### src/rtl/fuse_otp_pkg.sv
package fuse_otp_pkg;
  localparam logic [2:0] REG_CTRL  = 3'd0;
  localparam logic [2:0] REG_STAT  = 3'd1;
  localparam logic [2:0] REG_MASK  = 3'd2;
  localparam logic [2:0] REG_ERR   = 3'd3;
  localparam logic [2:0] REG_PROT  = 3'd4;
  localparam logic [2:0] REG_UADDR = 3'd5;
  localparam logic [2:0] REG_LADDR = 3'd6;
  localparam logic [2:0] REG_DATA  = 3'd7;

  localparam logic [7:0] CMD_SENSE  = 8'h08;
  localparam logic [7:0] CMD_PROG   = 8'h31;
  localparam logic [7:0] UNLOCK_KEY = 8'hAA;

  typedef enum logic {OP_SENSE = 1'b0, OP_PROG = 1'b1} op_e;
endpackage

### src/rtl/fuse_seq.sv
module fuse_seq
  import fuse_otp_pkg::*;
#(
  parameter int PROG_LAT  = 64,
  parameter int SENSE_LAT = 16
) (
  input  logic clk_i,
  input  logic rst_ni,
  input  logic start_i,
  input  op_e  op_i,
  output logic busy_o,
  output logic done_o,
  output op_e  done_op_o
);
  localparam int MAX_LAT = (PROG_LAT > SENSE_LAT) ? PROG_LAT : SENSE_LAT;
  localparam int CNT_W   = (MAX_LAT > 1) ? $clog2(MAX_LAT) : 1;

  logic [CNT_W-1:0] cnt_q;
  logic             busy_q;
  op_e              op_q;

  always_ff @(posedge clk_i or negedge rst_ni) begin
    if (!rst_ni) begin
      cnt_q  <= '0;
      busy_q <= 1'b0;
      op_q   <= OP_SENSE;
    end else if (!busy_q) begin
      if (start_i) begin
        busy_q <= 1'b1;
        op_q   <= op_i;
        cnt_q  <= (op_i == OP_PROG) ? CNT_W'(PROG_LAT - 1) : CNT_W'(SENSE_LAT - 1);
      end
    end else if (cnt_q == '0) begin
      busy_q <= 1'b0;
    end else begin
      cnt_q <= cnt_q - 1'b1;
    end
  end

  assign busy_o    = busy_q;
  assign done_o    = busy_q && (cnt_q == '0);
  assign done_op_o = op_q;

  // Remaining count never exceeds the latency of the running operation
  p_cnt_bound_r3: assert property (@(posedge clk_i) disable iff (!rst_ni)
    busy_q |-> (cnt_q <= ((op_q == OP_PROG) ? CNT_W'(PROG_LAT - 1) : CNT_W'(SENSE_LAT - 1))));
  // A start while busy is ignored: the operation kind stays fixed
  p_op_hold_r7: assert property (@(posedge clk_i) disable iff (!rst_ni)
    (busy_q && !done_o) |=> $stable(op_q));
endmodule

### src/rtl/fuse_store.sv
module fuse_store #(
  parameter int NUM_BANKS = 4,
  parameter int NUM_ROWS  = 8,
  localparam int TOTAL_ROWS = NUM_BANKS * NUM_ROWS,
  localparam int NBITS      = TOTAL_ROWS * 8,
  localparam int TROW_W     = (TOTAL_ROWS > 1) ? $clog2(TOTAL_ROWS) : 1,
  localparam int IDX_W      = TROW_W + 3
) (
  input  logic              clk_i,
  input  logic              rst_ni,
  input  logic              set_i,
  input  logic [IDX_W-1:0]  set_idx_i,
  input  logic [TROW_W-1:0] row_idx_i,
  output logic [7:0]        row_o
);
  logic [NBITS-1:0] fuse_q;

  for (genvar g = 0; g < NBITS; g++) begin : g_fuse
    always_ff @(posedge clk_i or negedge rst_ni) begin
      if (!rst_ni)                                 fuse_q[g] <= 1'b0;
      else if (set_i && (set_idx_i == IDX_W'(g)))  fuse_q[g] <= 1'b1;
    end
  end

  assign row_o = fuse_q[row_idx_i*8 +: 8];

  // A fuse once set stays set
  p_fuse_monotonic_r6: assert property (@(posedge clk_i) disable iff (!rst_ni)
    1'b1 |=> ((fuse_q & $past(fuse_q)) == $past(fuse_q)));
  // Without a set request nothing changes
  p_fuse_idle_r5: assert property (@(posedge clk_i) disable iff (!rst_ni)
    !set_i |=> $stable(fuse_q));
endmodule

### src/rtl/fuse_otp_ctrl.sv
module fuse_otp_ctrl
  import fuse_otp_pkg::*;
#(
  parameter int NUM_BANKS = 4,
  parameter int NUM_ROWS  = 8,
  parameter int PROG_LAT  = 64,
  parameter int SENSE_LAT = 16
) (
  input  logic       clk_i,
  input  logic       rst_ni,
  input  logic       we_i,
  input  logic [2:0] addr_i,
  input  logic [7:0] wdata_i,
  output logic [7:0] rdata_o,
  output logic       irq_o
);
  localparam int TOTAL_ROWS = NUM_BANKS * NUM_ROWS;
  localparam int TROW_W     = (TOTAL_ROWS > 1) ? $clog2(TOTAL_ROWS) : 1;

  logic [7:0] uaddr_q, laddr_q, prot_q, data_q;
  logic [1:0] stat_q, mask_q, err_q;  // err_q[0] = error bit1, err_q[1] = error bit2

  logic       busy, seq_done;
  op_e        done_op;
  logic [7:0] row_val;

  // Address decode
  logic [4:0]        bank;
  logic [7:0]        row;
  logic [2:0]        bsel;
  logic              in_range;
  logic [TROW_W-1:0] flat_row;

  assign bank     = uaddr_q[7:3];
  assign row      = {uaddr_q[2:0], laddr_q[7:3]};
  assign bsel     = laddr_q[2:0];
  assign in_range = (32'(bank) < NUM_BANKS) && (32'(row) < NUM_ROWS);
  assign flat_row = TROW_W'(32'(bank) * NUM_ROWS + 32'(row));

  // Command decode
  logic ctrl_wr, cmd_sense, cmd_prog, unlocked, start, prog_rej, sense_rej;
  op_e  start_op;

  assign ctrl_wr   = we_i && (addr_i == REG_CTRL) && !busy;
  assign cmd_sense = ctrl_wr && (wdata_i == CMD_SENSE);
  assign cmd_prog  = ctrl_wr && (wdata_i == CMD_PROG);
  assign unlocked  = (prot_q == UNLOCK_KEY);
  assign start     = (cmd_sense && in_range) || (cmd_prog && in_range && unlocked);
  assign start_op  = cmd_prog ? OP_PROG : OP_SENSE;
  assign prog_rej  = cmd_prog && !(in_range && unlocked);
  assign sense_rej = cmd_sense && !in_range;

  logic prog_fin, sense_fin;
  assign prog_fin  = seq_done && (done_op == OP_PROG);
  assign sense_fin = seq_done && (done_op == OP_SENSE);

  fuse_seq #(.PROG_LAT(PROG_LAT), .SENSE_LAT(SENSE_LAT)) u_seq (
    .clk_i, .rst_ni,
    .start_i(start), .op_i(start_op),
    .busy_o(busy), .done_o(seq_done), .done_op_o(done_op)
  );

  fuse_store #(.NUM_BANKS(NUM_BANKS), .NUM_ROWS(NUM_ROWS)) u_store (
    .clk_i, .rst_ni,
    .set_i(prog_fin), .set_idx_i({flat_row, bsel}),
    .row_idx_i(flat_row), .row_o(row_val)
  );

  logic stat_wr, err_wr;
  assign stat_wr = we_i && (addr_i == REG_STAT);
  assign err_wr  = we_i && (addr_i == REG_ERR);

  always_ff @(posedge clk_i or negedge rst_ni) begin
    if (!rst_ni) begin
      uaddr_q <= '0;
      laddr_q <= '0;
      prot_q  <= '0;
      data_q  <= '0;
      stat_q  <= '0;
      mask_q  <= '0;
      err_q   <= '0;
    end else begin
      if (we_i && !busy && addr_i == REG_UADDR) uaddr_q <= wdata_i;
      if (we_i && !busy && addr_i == REG_LADDR) laddr_q <= wdata_i;
      if (we_i && addr_i == REG_PROT)           prot_q  <= wdata_i;
      if (we_i && addr_i == REG_MASK)           mask_q  <= wdata_i[1:0];
      if (sense_fin)      data_q <= row_val;
      else if (sense_rej) data_q <= '0;
      // W1C, a new event in the same cycle wins
      stat_q[0] <= (prog_fin || prog_rej) || (stat_q[0] && !(stat_wr && wdata_i[0]));
      stat_q[1] <= (sense_fin || sense_rej) || (stat_q[1] && !(stat_wr && wdata_i[1]));
      err_q[0]  <= prog_rej || (err_q[0] && !(err_wr && wdata_i[1]));
      err_q[1]  <= sense_rej || (err_q[1] && !(err_wr && wdata_i[2]));
    end
  end

  always_comb begin
    unique case (addr_i)
      REG_STAT:  rdata_o = {busy, 5'b0, stat_q};
      REG_MASK:  rdata_o = {6'b0, mask_q};
      REG_ERR:   rdata_o = {5'b0, err_q, 1'b0};
      REG_PROT:  rdata_o = prot_q;
      REG_UADDR: rdata_o = uaddr_q;
      REG_LADDR: rdata_o = laddr_q;
      REG_DATA:  rdata_o = data_q;
      default:   rdata_o = 8'h00;
    endcase
  end

  assign irq_o = |(stat_q & mask_q);

  // Rejected program never starts the sequencer and always reports done
  p_locked_no_busy_r5: assert property (@(posedge clk_i) disable iff (!rst_ni)
    (we_i && addr_i == REG_CTRL && wdata_i == CMD_PROG && !busy && prot_q != UNLOCK_KEY)
      |=> (!busy && stat_q[0] && err_q[0]));
  // Address registers frozen while busy
  p_busy_freeze_r7: assert property (@(posedge clk_i) disable iff (!rst_ni)
    busy |=> ($stable(uaddr_q) && $stable(laddr_q)));
  // End of busy always leaves a done flag behind
  p_done_on_fall_r3: assert property (@(posedge clk_i) disable iff (!rst_ni)
    $fell(busy) |-> (stat_q != 2'b00));
  // Out-of-range sense never raises busy
  p_range_no_busy_r10: assert property (@(posedge clk_i) disable iff (!rst_ni)
    (we_i && addr_i == REG_CTRL && !busy && !in_range) |=> !busy);
endmodule

### config.mk
export PLATFORM = sky130hd
export DESIGN_NAME = fuse_otp_ctrl
export DESIGN_NICKNAME = d
export VERILOG_FILES = /design/src/rtl/fuse_otp_pkg.sv /design/src/rtl/fuse_seq.sv /design/src/rtl/fuse_store.sv /design/src/rtl/fuse_otp_ctrl.sv
export SDC_FILE = /design/constraint.sdc
export NUM_CORES = 1
export LEC_CHECK = 0
export CORE_UTILIZATION = 68
export CTS_CLUSTER_DIAMETER = 30
export CTS_CLUSTER_SIZE = 40
export DETAILED_ROUTE_END_ITERATION = 12
export DONT_BUFFER_PORTS = 1
export PLACE_DENSITY = 0.84
export SETUP_SLACK_MARGIN = 0.15
export SYNTH_ARGS = -nofsm -noshare
export SYNTH_HDL_FRONTEND = slang
export SYNTH_SLANG_ARGS = --single-unit
### constraint.sdc
create_clock -name clk_i -period 4 [get_ports clk_i]
set_clock_uncertainty 0.05 [all_clocks]
set_input_delay 0.4 -clock clk_i [delete_from_list [all_inputs] [get_ports clk_i]]
set_output_delay 0.4 -clock clk_i [all_outputs]
set_load 0.05 [all_outputs]
Word level (Yosys, flattened, before mapping)
Cells that the tools add are included.
{ "totals": {"romBits": 0, "latchBits": 0, "reg_bits": 302, "mem_count": 0, "in_bits": 14, "output_inout_bits": 9, "mem_bits_rw": 0} }
{ "classes": {"div_mod_pow": 0, "shifts": 1, "n_addsub": 2, "n_mux": 11, "order_cmp": 2, "reduce_logical": 307, "eq_ne": 266, "n_mul": 0, "bitwise": 3} }
{ "op_table": {"columns": ["operator", "n"], "rows": [
  ["$eq 8x8->1 const B", 129],
  ["$eq 8x7->1 const B", 64],
  ["$logic_and 1x1->1", 285],
  ["$eq 8x6->1 const B", 33],
  ["$shiftx 256x9->8", 1],
  ["$eq 8x5->1 const B", 16],
  ["$eq 8x4->1 const B", 9],
  ["$pmux 8 s7", 1],
  ["$eq 8x3->1 const B", 4],
  ["$mux 6", 4],
  ["$eq 8x2->1 const B", 2],
  ["$mux 8", 2],
  ["$eq 3x3->1 const B", 4],
  ["$eq 8x1->1 const B", 1],
  ["$logic_not 8->1", 1],
  ["$lt 8x4->1 const B", 1],
  ["$logic_not 1->1", 7],
  ["$logic_or 1x1->1", 7],
  ["$eq 3x2->1 const B", 2],
  ["$logic_not 6->1", 1],
  ["$sub 6x1->6 const B", 1],
  ["$add 5x5->5", 1],
  ["$lt 5x3->1 const B", 1],
  ["$mux 1", 4],
  ["other kinds (8)", 11]
]} }

Logic depth before layout (Yosys ltp)
{ "depth": {"ltp_word": 9, "depth_mapped": 9, "ltp_nobuf": 7} }

Cells and area by module
A second synthesis with hierarchy kept.
{ "unflattened": {"cells_unflattened": 929, "area_unflattened_um2": 13367.8} }
{ "by_module_without_submodules": {"columns": ["mod", "cells_each", "area_each_um2", "instances", "seq_area_each_um2"], "rows": [
  ["fuse_store", 722, 10831.6, 1, 6406.1],
  ["fuse_otp_ctrl", 163, 2084.5, 1, 950.9],
  ["fuse_seq", 44, 451.7, 1, 200.2]
]} }

Least setup slack after synthesis
Ideal clock, no wire load.
{ "synth_path": {"kind": "input-to-output", "startpoint": "input port addr_i[1]", "endpoint": "output port rdata_o[1]", "path_stages": 4, "arrival_time_ns": 2.092, "n_path_buf": 1, "slack_ns": 1.458, "required_time_ns": 3.550, "path_cell_list": "buf_1 mux2_2 a21oi_1 o21ai_0"} }
{ "synth_between": {"elab_chain_cells": 2, "word_cells_on_any_way": 8} }
{ "synth_lines": {"columns": ["item", "line", "source"], "rows": [
  ["start, declared", "fuse_otp_ctrl.sv:12", "input logic [2:0] addr_i,"],
  ["$eq 3x3->1 (tied with other cells)", "fuse_otp_ctrl.sv:98", "unique case (addr_i)"],
  ["$pmux 8 s7 (*)", "fuse_otp_ctrl.sv:98", null],
  ["end, declared", "fuse_otp_ctrl.sv:14", "output logic [7:0] rdata_o,"]
]} }
Mark *: on every way between the ends. The rest lies on a longest branch, timed or not.

Final worst setup path
{ "layout_path": {"startpoint": "register laddr_q[5]", "endpoint": "register data_q[4]"} }
{ "layout_between": {"elab_chain_cells": 5, "word_cells_on_any_way": 8} }
{ "layout_lines": {"columns": ["item", "line", "source"], "rows": [
  ["start, declared", "fuse_otp_ctrl.sv:20", "logic [7:0] uaddr_q, laddr_q, prot_q, data_q;"],
  ["start signal, assigned", "fuse_otp_ctrl.sv:84", "if (we_i && !busy && addr_i == REG_LADDR) laddr_q <= wdata_i;"],
  ["parallel branches: the longest is 5 deep, another holds $add 5x5->5", null, null],
  ["end signal, assigned", "fuse_otp_ctrl.sv:87", "if (sense_fin) data_q <= row_val;"],
  ["end, declared", "fuse_otp_ctrl.sv:20", null]
]} }
Parallel ways; which one is timed is not known.
A chain may end at the register's enable or synchronous reset.

==> impl_metrics.toml <==
[synthesis]
synth_edf_count = 0
yosys_most_used_dff = "dfrtp_1"
syn_avg_cell_area_um2 = 13.1
synth_top_area_cell = "dfrtp_1"
synthXorXnorAreaFrac_pct = 0.234
synthArstFlopShare_pct = 100
synth-compound-area-share_pct = 19.1
synth.area.top_cells = "dfrtp_1, a21o_1, mux2i_1"
synth_top_family_by_area = "compound AO/OA/AOI/OAI gates"
synthSimpleGateAreaFrac_pct = 5.76
synthMuxAreaShare_pct = 14.9
synth-seq-area-share_pct = 56.6
netlist_instances = 1016
synth_cell_type_count = 60
synth_fa_ha_area_share_pct = 0.281
synth_top_area_share_pct = 56.6
netlist_area_um2 = 13300
synth_warnings = 0
ys_seq_elements = 302
syn_nets = 1033

[detailed_routing]
num_vias = 9183
drtIter0Drc = 949
ant_nets = 0
vias_per_cell = 6.90
wire_per_inst_um = 25.4
drt_wl_total_um = 33900
drcViolationCount = 0
drt-pass1-iter-count = 5

[floorplan]
rows = 50
fp.dieArea_um2 = 20200
die_y_um = 142
core_um2 = 19000
start_util_pct = 70.4
ios = 23
die_x_um = 142

[place]
placed_area_um2 = 13500
gp_congestion = 0.878
hpwlAfterDp_um = 19100
portBuffers = 0

[critical_path]
r2r_slack_ns = 0.93
cp-start-kind = "register"
crit_path_end_kind = "register"
worstPathRequired_ns = 4.37
criticalPathCategory = "register to register"
cp-startpoint = "laddr_q[5]"
rr_startpoint = "laddr_q[5]"
path_max_fanout = 56
arrival_ns = 3.44

[pwr]
pwr-share-comb_pct = 9.2
p_seq_share_pct = 39.8
clkPwrFrac_pct = 50.9
irDropWorstVdd_mv = 0.402
cellPowerDensity_nw_per_um2 = 547
switching_power_mw = 2.26
power_leakage_nw = 8.88
swShare_pct = 27.0
internal_power_mw = 6.12

[cts]
ctsHtreeMaxLevel = 2
cts_max_path_buffers = 3
cts_resized = 0
cts.sinks = 302
cts_buffers = 51
worstSkewPairLatency_ns = 0.54
clockRootBuffer = "clkbuf_16"
hold_buffers = 8
post_cts_buffers = 0
tritoncts = "built"
clk_pin_slew_ns = 0.05

[global_routing]
grt_overflow = 0
antenna_found_initial = 1
grt_max_degree = 303
first_global_vias = 9534
track_usage_pct = 35.4
grt_pass1_wl_um = 53700

[cells_and_area]
fill_cells = 1027
final_cell_area_um2 = 15300
syn2layout_area_growth_pct = 14.8
num-nets-final = 1045
multiInputGateArea_um2 = 5400
drive_gt1_share_pct = 19.7
regArea_um2 = 7570

[min_path]
worstHoldPathType = "input pin to async pin"

[sta]
final-hold-violation-count = 302
maxSlewViolCount = 0
period_needed_ns = 3.07
tightest_slew_ns = 1.31
finalSetupViolations = 0
period_share_pct = 76.8
max-slew-margin-rel_pct = 12.2
finalSetupTns_ns = 0
max_freq_ghz = 0.325
holdWs_ns = -0.496
rsz0062_at_grt = "false"

[job]
maxCapViolCount = 0

[run_status]
status = "finished with violations"
violations = "negative hold slack"
per-stage QoR:
| stage | power (mW) | instances | utilization [%] | worst slack, ns |
|---|---|---|---|---|
| 2_1_floorplan | 3.90 | 1016 | - | 1.46 |
| 3_3_place_gp | 4.08 | 1227 | 71.3 | 1.12 |
| 3_5_place_dp | 4.10 | 1227 | 71.3 | 1.08 |
| 4_1_cts | 8.37 | 1330 | 80.8 | 1.02 |
| 5_1_grt | 8.60 | 1330 | 80.8 | 0.918 |
| 6_report | 8.37 | 1331 | 80.8 | 0.927 |
routing by layer:
metal | vias up | share of wire [%] | global-route usage [%]
met5 | - | 0 | 0
met4 | 0 | 3.9 | 16.7
met3 | 103 | 8.2 | 8.08
met2 | 469 | 49 | 55.8
met1 | 4821 | 39 | 47.4
li1 | 3790 | - | -
flip-flops by register name, indices dropped and copies added (netlist names):
name             cells
data_q               8
err_q                2
laddr_q              8
mask_q               2
prot_q               8
stat_q               2
u_seq.busy_o         1
u_seq.cnt_q          6
u_seq.done_op_o      1
u_store.fuse_q     256
uaddr_q              8
synthesized netlist by cell type, types with 2 or more instances:
cell type	instances
a22o_1	3
nor3_4	2
buf_1	10
nor4_1	2
nor2b_1	13
a22oi_1	41
nor3_1	7
nand4_1	3
mux4_2	37
buf_4	6
inv_1	11
ha_1	3
buf_2	30
clkdlybuf4s50_2	2
o21ai_0	6
or3b_4	2
nor3_2	2
a21o_1	243
and2_1	8
and3_1	2
a32o_1	8
nand3_1	7
nand2b_1	8
mux2i_1	84
mux2_2	28
o21bai_1	16
nor2_1	33
dfrtp_1	302
clkbuf_1	23
a21oi_1	19
nor2_2	8
nand2_1	19
worst max-delay path, cell delays in order (launching register included):
cell,delay (ns)
dfrtp_4,1.01
nor2b_1,0.82
a22oi_1,0.20
a21oi_1,0.44
nor2_1,0.10
a32o_1,0.27
final timing paths:
check	end	cells after the start
setup / recovery	data_q[4]	5
hold / removal	u_store.fuse_q[28]	0
setup reg to reg	data_q[4]	5
hold reg to reg	u_store.fuse_q[119]	1
max in group asynchronous	u_store.fuse_q[11]	0
min in group clk_i	stat_q[0]	2
kinds of logic after synthesis:
kind of cell | Yosys count
flip-flops | 302
AND/OR/NAND/NOR | 132
buffers and inverters | 84
multiplexers | 149
XOR/XNOR | 2
AO/OA/AOI/OAI | 344
adder cells (fa/ha/maj) | 3
power by group through the flow:
stage          Sequential [mW]  Clock, mW  Combinational [mW]
6_report                  3.34       4.27               0.772
5_1_grt                   3.34       4.43               0.819
4_1_cts                   3.33       4.29               0.755
3_5_place_dp              3.38          0               0.729
3_3_place_gp              3.37          0               0.710
2_1_floorplan             3.27          0               0.638
cells in the final DEF (no fill, tap or decap), types with 7 or more instances in the layout:
cell type        n
dfrtp_1        299
a22oi_1         41
clkinv_4         9
clkbuf_16       53
buf_4           24
nand2_1         19
inv_1           11
mux4_2          37
a21oi_1         19
nand3_1          7
nor2b_1         13
a32o_1           8
dlygate4sd3_1    8
mux2_2          28
and2_1           8
a21o_1         243
nor2_2           8
nor2_1          33
mux2i_1         84
o21bai_1        16
inv_6           14
nand2b_1         8
area by class of cell:
cell class / instances / share of cell area [%]
Sequential cell: 302 / 49.4
Inverter: 11 / 0.270
Antenna cell: 1 / 0.0163
Timing Repair Buffer: 32 / 1.70
Multi-Input combinational cell: 630 / 35.3
Clock inverter: 35 / 2.01
Clock buffer: 60 / 9.22
Tap cell: 260 / 2.12
(Power assumes the default switching activity.)
